===== src/rtl/strwalk_pkg.sv =====
package strwalk_pkg;

    typedef enum logic [3:0] {
        ST_IDLE     = 4'd0,
        ST_RD_LEN   = 4'd1,
        ST_CHK_LEN  = 4'd2,
        ST_RD_TYPE  = 4'd3,
        ST_CHK_TYPE = 4'd4,
        ST_RD_BYTE  = 4'd5,
        ST_LOAD     = 4'd6,
        ST_SEND     = 4'd7,
        ST_DONE     = 4'd8
    } walk_st_e;

    localparam int DEF_ADDR_W     = 8;
    localparam int DEF_TABLE_BASE = 16;
    localparam int DEF_MAX_INDEX  = 6;
    localparam int DEF_WLEN_W     = 16;
    localparam logic [7:0] DEF_DESC_TYPE = 8'h03;

endpackage


===== src/rtl/strwalk_span.sv =====
// Address arithmetic for one entry: does it fit, may the walk hop past it.
module strwalk_span #(
    parameter int ADDR_W = 8
) (
    input  logic [ADDR_W-1:0] base,
    input  logic [7:0]        elen,
    output logic              fits,
    output logic              hop_ok,
    output logic [ADDR_W-1:0] next_base
);
    localparam int SPACE = 1 << ADDR_W;
    localparam int SUM_W = ((ADDR_W > 8) ? ADDR_W : 8) + 2;

    logic [SUM_W-1:0] sum;

    always_comb begin
        sum       = SUM_W'(base) + SUM_W'(elen);
        fits      = (sum <= SUM_W'(SPACE));
        hop_ok    = (sum <  SUM_W'(SPACE));
        next_base = sum[ADDR_W-1:0];
    end
endmodule


===== src/rtl/strwalk_clip.sv =====
// Bytes to send: the smaller of entry length and host byte count.
module strwalk_clip #(
    parameter int WLEN_W = 16
) (
    input  logic [7:0]        elen,
    input  logic [WLEN_W-1:0] wlen,
    output logic [7:0]        cnt
);
    localparam int CMP_W = (WLEN_W > 8) ? WLEN_W : 8;

    always_comb begin
        if (CMP_W'(elen) <= CMP_W'(wlen)) cnt = elen;
        else                              cnt = 8'(wlen);
    end
endmodule


===== src/rtl/strwalk_walker.sv =====
module strwalk_walker
    import strwalk_pkg::*;
#(
    parameter int         ADDR_W     = DEF_ADDR_W,
    parameter int         TABLE_BASE = DEF_TABLE_BASE,
    parameter int         MAX_INDEX  = DEF_MAX_INDEX,
    parameter int         WLEN_W     = DEF_WLEN_W,
    parameter logic [7:0] DESC_TYPE  = DEF_DESC_TYPE
) (
    input  logic              clk,
    input  logic              rst_n,
    input  logic              req_valid,
    output logic              req_ready,
    input  logic [7:0]        req_index,
    input  logic [WLEN_W-1:0] req_wlength,
    output logic              mem_rd_en,
    output logic [ADDR_W-1:0] mem_addr,
    input  logic [7:0]        mem_rdata,
    output logic              out_valid,
    input  logic              out_ready,
    output logic [7:0]        out_data,
    output logic              out_last,
    output logic              rsp_done,
    output logic [7:0]        rsp_len,
    output logic              rsp_hit
);
    localparam int IDX_W = (MAX_INDEX < 1) ? 1 : $clog2(MAX_INDEX + 1);

    typedef struct packed {
        walk_st_e          st;
        logic [ADDR_W-1:0] base;
        logic [IDX_W-1:0]  cur;
        logic [IDX_W-1:0]  want;
        logic [WLEN_W-1:0] wl;
        logic [7:0]        elen;
        logic [7:0]        cnt;
        logic [7:0]        pos;
        logic [7:0]        data;
        logic              last;
        logic              hit;
        logic [7:0]        rlen;
    } wstate_t;

    wstate_t           r_q, r_d;
    logic [7:0]        span_len;
    logic              span_fits, span_hop_ok;
    logic [ADDR_W-1:0] span_next;
    logic [7:0]        clip_cnt;

    assign span_len = (r_q.st == ST_CHK_LEN) ? mem_rdata : r_q.elen;

    strwalk_span #(.ADDR_W(ADDR_W)) u_span (
        .base      (r_q.base),
        .elen      (span_len),
        .fits      (span_fits),
        .hop_ok    (span_hop_ok),
        .next_base (span_next)
    );

    strwalk_clip #(.WLEN_W(WLEN_W)) u_clip (
        .elen (r_q.elen),
        .wlen (r_q.wl),
        .cnt  (clip_cnt)
    );

    always_comb begin
        r_d = r_q;
        case (r_q.st)
            ST_IDLE: begin
                if (req_valid) begin
                    r_d.hit  = 1'b0;
                    r_d.rlen = 8'd0;
                    if (req_index > 8'(MAX_INDEX)) begin
                        r_d.st = ST_DONE;
                    end else begin
                        r_d.want = req_index[IDX_W-1:0];
                        r_d.cur  = '0;
                        r_d.base = ADDR_W'(TABLE_BASE);
                        r_d.wl   = req_wlength;
                        r_d.st   = ST_RD_LEN;
                    end
                end
            end
            ST_RD_LEN:  r_d.st = ST_CHK_LEN;
            ST_CHK_LEN: begin
                // terminator (0), malformed (1) or overrun ends the walk
                if (mem_rdata < 8'd2 || !span_fits) begin
                    r_d.st = ST_DONE;
                end else begin
                    r_d.elen = mem_rdata;
                    r_d.st   = ST_RD_TYPE;
                end
            end
            ST_RD_TYPE: r_d.st = ST_CHK_TYPE;
            ST_CHK_TYPE: begin
                if (mem_rdata != DESC_TYPE) begin
                    r_d.st = ST_DONE;
                end else if (r_q.cur == r_q.want) begin
                    r_d.hit  = 1'b1;
                    r_d.rlen = r_q.elen;
                    r_d.cnt  = clip_cnt;
                    r_d.pos  = 8'd0;
                    r_d.st   = (clip_cnt == 8'd0) ? ST_DONE : ST_RD_BYTE;
                end else if (!span_hop_ok) begin
                    r_d.st = ST_DONE;
                end else begin
                    r_d.base = span_next;
                    r_d.cur  = r_q.cur + IDX_W'(1);
                    r_d.st   = ST_RD_LEN;
                end
            end
            ST_RD_BYTE: r_d.st = ST_LOAD;
            ST_LOAD: begin
                r_d.data = mem_rdata;
                r_d.last = ((r_q.pos + 8'd1) == r_q.cnt);
                r_d.st   = ST_SEND;
            end
            ST_SEND: begin
                if (out_ready) begin
                    if (r_q.last) begin
                        r_d.st = ST_DONE;
                    end else begin
                        r_d.pos = r_q.pos + 8'd1;
                        r_d.st  = ST_RD_BYTE;
                    end
                end
            end
            ST_DONE: r_d.st = ST_IDLE;
            default: r_d.st = ST_IDLE;
        endcase
    end

    always_ff @(posedge clk) begin
        if (!rst_n) r_q <= '0;
        else        r_q <= r_d;
    end

    always_comb begin
        mem_rd_en = 1'b0;
        mem_addr  = r_q.base;
        case (r_q.st)
            ST_RD_LEN:  mem_rd_en = 1'b1;
            ST_RD_TYPE: begin
                mem_rd_en = 1'b1;
                mem_addr  = r_q.base + ADDR_W'(1);
            end
            ST_RD_BYTE: begin
                mem_rd_en = 1'b1;
                mem_addr  = r_q.base + ADDR_W'(r_q.pos);
            end
            default: ;
        endcase
    end

    assign req_ready = (r_q.st == ST_IDLE);
    assign out_valid = (r_q.st == ST_SEND);
    assign out_data  = r_q.data;
    assign out_last  = r_q.last;
    assign rsp_done  = (r_q.st == ST_DONE);
    assign rsp_len   = r_q.rlen;
    assign rsp_hit   = r_q.hit;
endmodule


===== config.mk =====
export PLATFORM = sky130hd
export DESIGN_NAME = strwalk_walker
export DESIGN_NICKNAME = d
export VERILOG_FILES = /design/src/rtl/strwalk_pkg.sv /design/src/rtl/strwalk_span.sv /design/src/rtl/strwalk_clip.sv /design/src/rtl/strwalk_walker.sv
export SDC_FILE = /design/constraint.sdc
export NUM_CORES = 1
export LEC_CHECK = 0
export BUFFER_PORTS_ARGS = -buffer_cell sky130_fd_sc_hd__buf_2
export CAP_MARGIN = 20
export CORE_UTILIZATION = 40
export CTS_CLUSTER_SIZE = 10
export DETAILED_ROUTE_END_ITERATION = 10
export PLACE_DENSITY = 0.62
export SLEW_MARGIN = 10
export SYNTH_ARGS = -nofsm -noshare
export SYNTH_HDL_FRONTEND = slang
export SYNTH_HIERARCHICAL = 1
export SYNTH_SLANG_ARGS = --single-unit

===== constraint.sdc =====
create_clock -name clk -period 9.7 [get_ports clk]
set_clock_uncertainty 0.15 [all_clocks]
set_input_delay 1.455 -clock clk [delete_from_list [all_inputs] [get_ports clk]]
set_output_delay 1.455 -clock clk [all_outputs]
set_load 0.02 [all_outputs]

==> run summary, run 1 <==
### Route
• 0 — final antenna-violating net count
• 8 — Residual DRC
• 7 — number of optimization iterations in the first detailed-route pass
• 5.53 — ratio of routed vias to standard cells
• 4312 — vias post-DR
• 12.5 mm — Routed WL
• 226 — starting DRC count in detailed routing
• 16.0 µm — detailed-route wire length per cell

### GRT
• 20.9% — overall fraction of global-route tracks in use
• 0 — number of antenna violations at the first check in global routing
• 20.4 mm — first-pass GRT wire length
• 4130 — number of global-route vias before repair
• 0 — Overflow after GRT
• 40 — largest net degree at the start of global routing

### Power
• 0.00218 µW — leakage power total
• 74.9 µV — Peak VDD IR
• 795 µW — overall power after layout
• 149 nW/µm² — power per standard cell area

### Job
• 0 — Max Cap Violations

### Logic synthesis
• 600 — gate count after technology mapping
• sky130_fd_sc_hd__dfxtp_1 — cell taking the most area after synthesis
• 32.0% — top cell type's share of synthesized area
• 0% — proportion of register bits with asynchronous set or reset after synthesis
• 76 — post-synthesis register bit count
• 6 — Synth Warn #
• 32.0% — share of synthesized area occupied by flip-flops and latches
• 59 — distinct cell type count of the synthesized netlist
• 663 — net count after synthesis
• 0 — number of synthesized flops with an enable pin
• sky130_fd_sc_hd__dfxtp_1 — dominant synthesized flop cell
• 7.91 µm² — mean instance size in the synthesized netlist
• sky130_fd_sc_hd__dfxtp_1 (32%), sky130_fd_sc_hd__nand2_1 (9.2%), sky130_fd_sc_hd__a21oi_1 (7.7%) — main area contributors after synthesis
• 4750 µm² — area of the mapped netlist

### Clock tree
• sky130_fd_sc_hd__clkbuf_16 — CTS root buf
• 9 — TritonCTS buffer count
• 0 — Post CTS Setup Buffer Count
• 0 — CTS Hold Buffers Added
• 60 ps — clock edge transition at the registers on the reported setup and hold paths
• 0 — total of cells resized after clock tree synthesis
• 3 — H-tree depth
• done — TritonCTS clock tree
• 340 ps — latest clock arrival within the worst-skew pair
• 76 — CTS sink count
• 2 — buffers from clock root to sink, at most

### Setup path
• primary output — Crit. End Element
• flop — startpoint kind of the worst setup timing path
• 8100 ps — Critical Path RT
• 18 — peak fanout along the critical path
• 3690 ps — arrival time of data at the critical path endpoint
• flop to primary output — critical setup path kind
• 5190 ps — slack of the worst reg-to-reg path

### Cells and area
• 2910 µm² — area of the multi-input gates
• 1520 µm² — Sequential Area
• 17.3% — fraction of final layout cells sized beyond drive strength 1
• 0 — diodes inserted
• 696 — net count reported at finish
• 1155 — number of fill cells
• 46.2% — core occupancy in the finished layout
• 12.0% — Area Growth Syn to Fin

### Floorplanning
• 66 — Top-Level Pins
• 41.2% — effective utilization at floorplan
• 12300 µm² — full die area
• 111 µm — die outline height
• 39 — Std-Cell Rows
• 11500 µm² — Placeable Area
• 111 µm — width of the die

### Place
• 0.840 — weighted congestion at the end of routability-driven global placement
• 9.45 mm — Detailed Place HPWL
• 65 — I/O Buffers

### Hold path
• flop to flop — classification of the worst-slack hold path

### STA
• 0 ps — TNS Setup
• 5300 ps — Min Clock Period, post-route
• false — RSZ-0062 raised after global routing
• 0.189 GHz — Max Clock Freq
• 0 — max-slew violation total from the final report
• 0 — Final Hold Fails
• 885 ps — pin slew with the least headroom to its limit
• 40.2% — relative max-transition margin
• 0 — Setup violations, final
• 54.6% — fraction of the cycle the final worst path needs
• 303 ps — tightest hold margin

### Outcome
• DRC — failing checks
• finished with violations — run status

## logic make-up after synthesis
kind of cell,share of synthesized area (%)
AND/OR/NAND/NOR,24.7
multiplexers,5.48
buffers and inverters,6.61
adder cells (fa/ha/maj),7.43
flip-flops,32.0
XOR/XNOR,4.24
AO/OA/AOI/OAI,19.5
## cell usage in the layout, fill, tap and decap left out, drive strengths merged, types with 5 or more instances in the layout
cell type / synthesis / final
xnor2: 12 / 12
nor2: 27 / 27
a211oi: 5 / 5
nor3: 6 / 6
xor2: 11 / 11
and2: 11 / 11
nand2b: 7 / 7
nand2: 117 / 117
a311oi: 5 / 5
o31ai: 6 / 6
inv: 18 / 18
mux2i: 8 / 8
nand3: 25 / 25
or4: 8 / 8
buf: 22 / 68
clkbuf: 24 / 9
nor2b: 6 / 6
a21oi: 73 / 73
and3: 8 / 8
dfxtp: 76 / 76
o21ai: 21 / 21
nand4: 5 / 5
mux2: 16 / 16
ha: 25 / 25
a21o: 6 / 6
## critical path, stage by stage (launching register included)
cell and delay [ps]:
sky130_fd_sc_hd__dfxtp_1 630, sky130_fd_sc_hd__nor4bb_1 840, sky130_fd_sc_hd__nand2_1 250, sky130_fd_sc_hd__inv_1 110, sky130_fd_sc_hd__ha_1 230, sky130_fd_sc_hd__a21o_1 190, sky130_fd_sc_hd__a221oi_1 500, sky130_fd_sc_hd__o21bai_1 140
sky130_fd_sc_hd__mux2i_1 140, sky130_fd_sc_hd__a21oi_1 140, sky130_fd_sc_hd__buf_2 180
## state kept, by name, indices dropped and copies added (netlist names)
signal    count
out_last      1
rsp_len       8
r_q          58
rsp_hit       1
out_data      8
## layer usage
metal / global-route usage, % / wire length [µm] / share of wire, %
met4: 8.86 / 281 / 2.3
met2: 35.3 / 5930 / 48
met5: 0 / 0 / 0
met3: 2.84 / 458 / 3.7
met1: 26.6 / 5780 / 46
## synthesized netlist by cell type, types with 12 or more instances
master / instances
sky130_fd_sc_hd__nor2_1: 27
sky130_fd_sc_hd__dfxtp_1: 76
sky130_fd_sc_hd__nand3_1: 25
sky130_fd_sc_hd__clkbuf_1: 23
sky130_fd_sc_hd__ha_1: 25
sky130_fd_sc_hd__mux2_2: 16
sky130_fd_sc_hd__inv_1: 18
sky130_fd_sc_hd__xnor2_1: 12
sky130_fd_sc_hd__a21oi_1: 73
sky130_fd_sc_hd__nand2_1: 117
sky130_fd_sc_hd__o21ai_0: 20
sky130_fd_sc_hd__buf_4: 18
## path summary, 6_finish.rpt
kind / cells after the start / startpoint / end
worst max-delay path: 10 / r_q[74] / mem_addr[7]
worst min-delay path: 2 / r_q[52] / r_q[52]
worst max register to register: 14 / r_q[73] / r_q[36]
worst min register to register: 2 / r_q[52] / r_q[52]
## power breakdown
| group | switching [µW] | total [µW] | internal (µW) |
|---|---|---|---|
| combinational | 73.4 | 131 | 57.9 |
| sequential | 12.3 | 330 | 317 |
| clock | 136 | 334 | 198 |
## layout make-up
type,instances,share of cell area [%]
flip-flops and latches,76,28.6
clock buffers,9,4.23
multi-input cells,460,54.8
inverters,18,1.27
well taps,143,3.36
repair buffers,68,6.54
clock inverters,6,1.22
## through the flow
stage               cell area [µm²]  setup slack (ps)  cells
global route                   5320              4140    780
CTS                            5320              4430    780
finish                         5320              4400    780
floorplan                      4750              5360    600
detailed placement             5030              4790    765
global placement               5030              4960    765
(Power assumes the default switching activity.)
==> inputs of run 2 (changes only) <==
--- a/config.mk
+++ b/config.mk
@@ -5,6 +5,7 @@
 export SDC_FILE = /design/constraint.sdc
 export NUM_CORES = 1
 export LEC_CHECK = 0
+export ABC_AREA = 1
 export BUFFER_PORTS_ARGS = -buffer_cell sky130_fd_sc_hd__buf_2
 export CAP_MARGIN = 20
 export CORE_UTILIZATION = 40
==> constraint.sdc (replaced) <==
create_clock -name clk -period 5.3 [get_ports clk]
set_clock_uncertainty 0.15 [all_clocks]
set_input_delay 0.795 -clock clk [delete_from_list [all_inputs] [get_ports clk]]
set_output_delay 0.795 -clock clk [all_outputs]
set_load 0.02 [all_outputs]
==> run summary, run 2 <==
### Cells and area
• 0 — diodes inserted, unchanged
• sky130_fd_sc_hd__nand2_1 — most frequent standard cell in the layout excluding fill and tap cells
• 15.1% — fraction of final layout cells sized beyond drive strength 1, -2.2 points
• r_q — Reg with most FFs
• 1315 — number of fill cells, +14%
• 968 — non-filler instance count after layout, +24%
• 45.9% — core occupancy in the finished layout, -0.27 points
• 12.0% — Area Growth Syn to Fin, about the same
• 879 — net count reported at finish, +26%
• sky130_fd_sc_hd__nand2_1 (218), sky130_fd_sc_hd__nor2_1 (114), sky130_fd_sc_hd__inv_1 (85), sky130_fd_sc_hd__dfxtp_1 (76), sky130_fd_sc_hd__buf_2 (65) — commonest cells after routing, fill and taps aside
• 58 — number of flip-flops under the largest register name, unchanged

### Power
• 1320 µW — overall power after layout, +67%
• 325 µW — switching pwr, +47%
• 0.00261 µW — leakage power total, +20%
• 8.8% — Comb power frac, -7.7 points
• 24.6% — fraction of power spent switching nets, -3.3 points
• 168 µV — Peak VDD IR, +120%
• 47.0% — Clock power frac, +5.0 points
• 998 µW — Internal Dissipation, +74%
• 240 nW/µm² — power per standard cell area, +61%
• 44.2% — part of the total power dissipated in sequential elements, +2.7 points

### STA
• 0 — Setup violations, final, unchanged
• 35.4% — relative max-transition margin, -4.7 points
• 967 ps — pin slew with the least headroom to its limit, +82.2 ps
• 0 — Final Hold Fails, unchanged
• 0 ps — TNS Setup, unchanged
• 73.1% — fraction of the cycle the final worst path needs
• false — RSZ-0062 raised after global routing
• 3880 ps — Min Clock Period, post-route
• 0.258 GHz — Max Clock Freq
• 0 — max-slew violation total from the final report, unchanged

### Clock tree
• 330 ps — latest clock arrival within the worst-skew pair, about the same
• 76 — CTS sink count, unchanged
• done — TritonCTS clock tree
• 60 ps — clock edge transition at the registers on the reported setup and hold paths, about the same
• sky130_fd_sc_hd__clkbuf_16 — CTS root buf
• 3 — H-tree depth, unchanged
• 2 — buffers from clock root to sink, at most, unchanged
• 0 — total of cells resized after clock tree synthesis, unchanged
• 0 — Post CTS Setup Buffer Count, unchanged
• 0 — CTS Hold Buffers Added, unchanged
• 9 — TritonCTS buffer count, unchanged

### Logic synthesis
• 30.9% — share of synthesized area occupied by flip-flops and latches, -1.1 points
• 0% — proportion of register bits with asynchronous set or reset after synthesis, unchanged
• 30.9% — top cell type's share of synthesized area, -1.1 points
• sky130_fd_sc_hd__dfxtp_1 (31%), sky130_fd_sc_hd__nand2_1 (17%), sky130_fd_sc_hd__nor2_1 (8.7%) — main area contributors after synthesis
• sky130_fd_sc_hd__nand2_1 (218), sky130_fd_sc_hd__nor2_1 (114), sky130_fd_sc_hd__inv_1 (85) — most frequent cells after synthesis
• sky130_fd_sc_hd__dfxtp_1 — dominant synthesized flop cell
• 38 — distinct cell type count of the synthesized netlist, -36%
• 4920 µm² — area of the mapped netlist, +3.7%
• 836 — net count after synthesis, +26%
• 773 — gate count after technology mapping, +29%
• 6 — Synth Warn #, unchanged
• 76 — post-synthesis register bit count, unchanged
• sky130_fd_sc_hd__nand2_1 — count leader, synth
• sky130_fd_sc_hd__dfxtp_1 — cell taking the most area after synthesis
• 6.37 µm² — mean instance size in the synthesized netlist, -20%
• 0 — number of synthesized flops with an enable pin, unchanged

### GRT
• 20.6 mm — first-pass GRT wire length, +0.98%
• 50 — largest net degree at the start of global routing, +25%
• 0 — Overflow after GRT, unchanged
• 20.3% — overall fraction of global-route tracks in use, -0.51 points
• 4256 — number of global-route vias before repair, +3.1%
• 0 — number of antenna violations at the first check in global routing, unchanged

### Place
• 65 — I/O Buffers, unchanged
• 9.49 mm — Detailed Place HPWL, +0.40%
• 0.853 — weighted congestion at the end of routability-driven global placement, +1.6%
• 952 — Post-Place Cells, +24%

### Outcome
• finished clean — run status

### Floorplanning
• 12800 µm² — full die area, +3.6%
• 113 µm — width of the die, +1.8%
• 66 — Top-Level Pins, unchanged
• 40 — Std-Cell Rows, +2.6%
• 12000 µm² — Placeable Area, +4.3%
• 41.0% — effective utilization at floorplan, -0.24 points
• 113 µm — die outline height, +1.8%

### Route
• 4.85 — ratio of routed vias to standard cells, -12%
• 0 — final antenna-violating net count, unchanged
• 0 — Residual DRC, -8
• 12.7 µm — detailed-route wire length per cell, -20%
• 12.3 mm — Routed WL, -1.3%
• 5 — number of optimization iterations in the first detailed-route pass, -2
• 4695 — vias post-DR, +8.9%
• 257 — starting DRC count in detailed routing, +14%

### Setup path
• 4360 ps — Critical Path RT, -3740 ps
• flop to primary output — critical setup path kind
• primary output — Crit. End Element
• flop — startpoint kind of the worst setup timing path
• 2930 ps — arrival time of data at the critical path endpoint, -760 ps
• 9 — peak fanout along the critical path, -9

### Hold path
• flop to flop — classification of the worst-slack hold path

### Job
• 0 — Max Cap Violations, unchanged

-- run 2: cell types whose count changed after synthesis, moves of 9 or more --
| cell | delta |
|---|---|
| sky130_fd_sc_hd__xnor2_1 | -9 |
| sky130_fd_sc_hd__inv_1 | +67 |
| sky130_fd_sc_hd__nand3_1 | +14 |
| sky130_fd_sc_hd__clkbuf_1 | -14 |
| sky130_fd_sc_hd__o21ai_0 | +40 |
| sky130_fd_sc_hd__nand2_1 | +101 |
| sky130_fd_sc_hd__a21oi_1 | -21 |
| sky130_fd_sc_hd__inv_2 | +9 |
| sky130_fd_sc_hd__mux2_2 | -16 |
| sky130_fd_sc_hd__and2_1 | -10 |
| sky130_fd_sc_hd__nor2_1 | +87 |
-- run 2: worst max-delay path, cell delays in order, from the launching register on --
cell and delay (ps):
sky130_fd_sc_hd__dfxtp_1 350, sky130_fd_sc_hd__inv_1 70, sky130_fd_sc_hd__nand2_2 90, sky130_fd_sc_hd__inv_2 60, sky130_fd_sc_hd__nand2_1 250, sky130_fd_sc_hd__inv_1 100
sky130_fd_sc_hd__nand2_1 70, sky130_fd_sc_hd__ha_1 160, sky130_fd_sc_hd__inv_1 60, sky130_fd_sc_hd__fa_1 390, sky130_fd_sc_hd__nand3b_1 170, sky130_fd_sc_hd__nand2_1 80
sky130_fd_sc_hd__nand2_1 70, sky130_fd_sc_hd__nand2_1 60, sky130_fd_sc_hd__a21oi_1 70, sky130_fd_sc_hd__or2_2 270, sky130_fd_sc_hd__nand3_1 60, sky130_fd_sc_hd__nand2_1 50
sky130_fd_sc_hd__buf_2 150
-- run 2: power groups by stage --
stage	combinational [µW]	clock (µW)	sequential (µW)
finish	117	622	585
global route	133	663	585
CTS	117	635	585
detailed placement	116	0	598
global placement	117	0	597
floorplan	81.1	0	594
-- run 2: final timing paths --
check	to	slack, ps	cells past startpoint	from
worst min-delay path	rsp_len[7]	310	2	rsp_len[7]
worst min register to register	rsp_len[7]	310	2	rsp_len[7]
worst max-delay path	mem_addr[6]	1420	18	r_q[75]
worst max register to register	r_q[34]	1730	18	r_q[74]
-- run 2: layout make-up --
| cell class | instances | area (µm²) | share of cell area [%] |
|---|---|---|---|
| clock buffer | 11 | 243 | 4.40 |
| clock inverter | 5 | 60.1 | 1.09 |
| inverter | 95 | 357 | 6.47 |
| multi-input combinational | 569 | 2830 | 51.2 |
| sequential | 76 | 1520 | 27.6 |
| tap | 147 | 184 | 3.33 |
| timing repair buffer | 65 | 325 | 5.90 |
-- run 2: cell families after synthesis --
logic type      after synthesis  share of synthesized area [%]
compound gates              124                           13.2
xor+xnor                      6                           1.07
fa+ha+maj                    27                           7.17
buf+inv                     128                           11.7
flops                        76                           30.9
simple gates                412                           35.9
-- run 2: through the flow --
step	setup WS (ps)	hold slack, ps	instance area, µm²
6_report	1420	308	5520
2_1_floorplan	2010	291	4920
3_5_place_dp	1750	303	5210
5_1_grt	1150	326	5520
3_3_place_gp	1850	302	5210
4_1_cts	1410	311	5520
-- run 2: metal layers --
layer / GRT usage (%) / part of all wire (%) / up-vias / wire, µm
met5: 0 / 0 / - / 0
met4: 6.40 / 1.1 / 0 / 130
met3: 3.05 / 4.4 / 13 / 545
met2: 33.3 / 46 / 104 / 5630
met1: 27.6 / 49 / 2060 / 5990
li1: - / - / 2518 / -
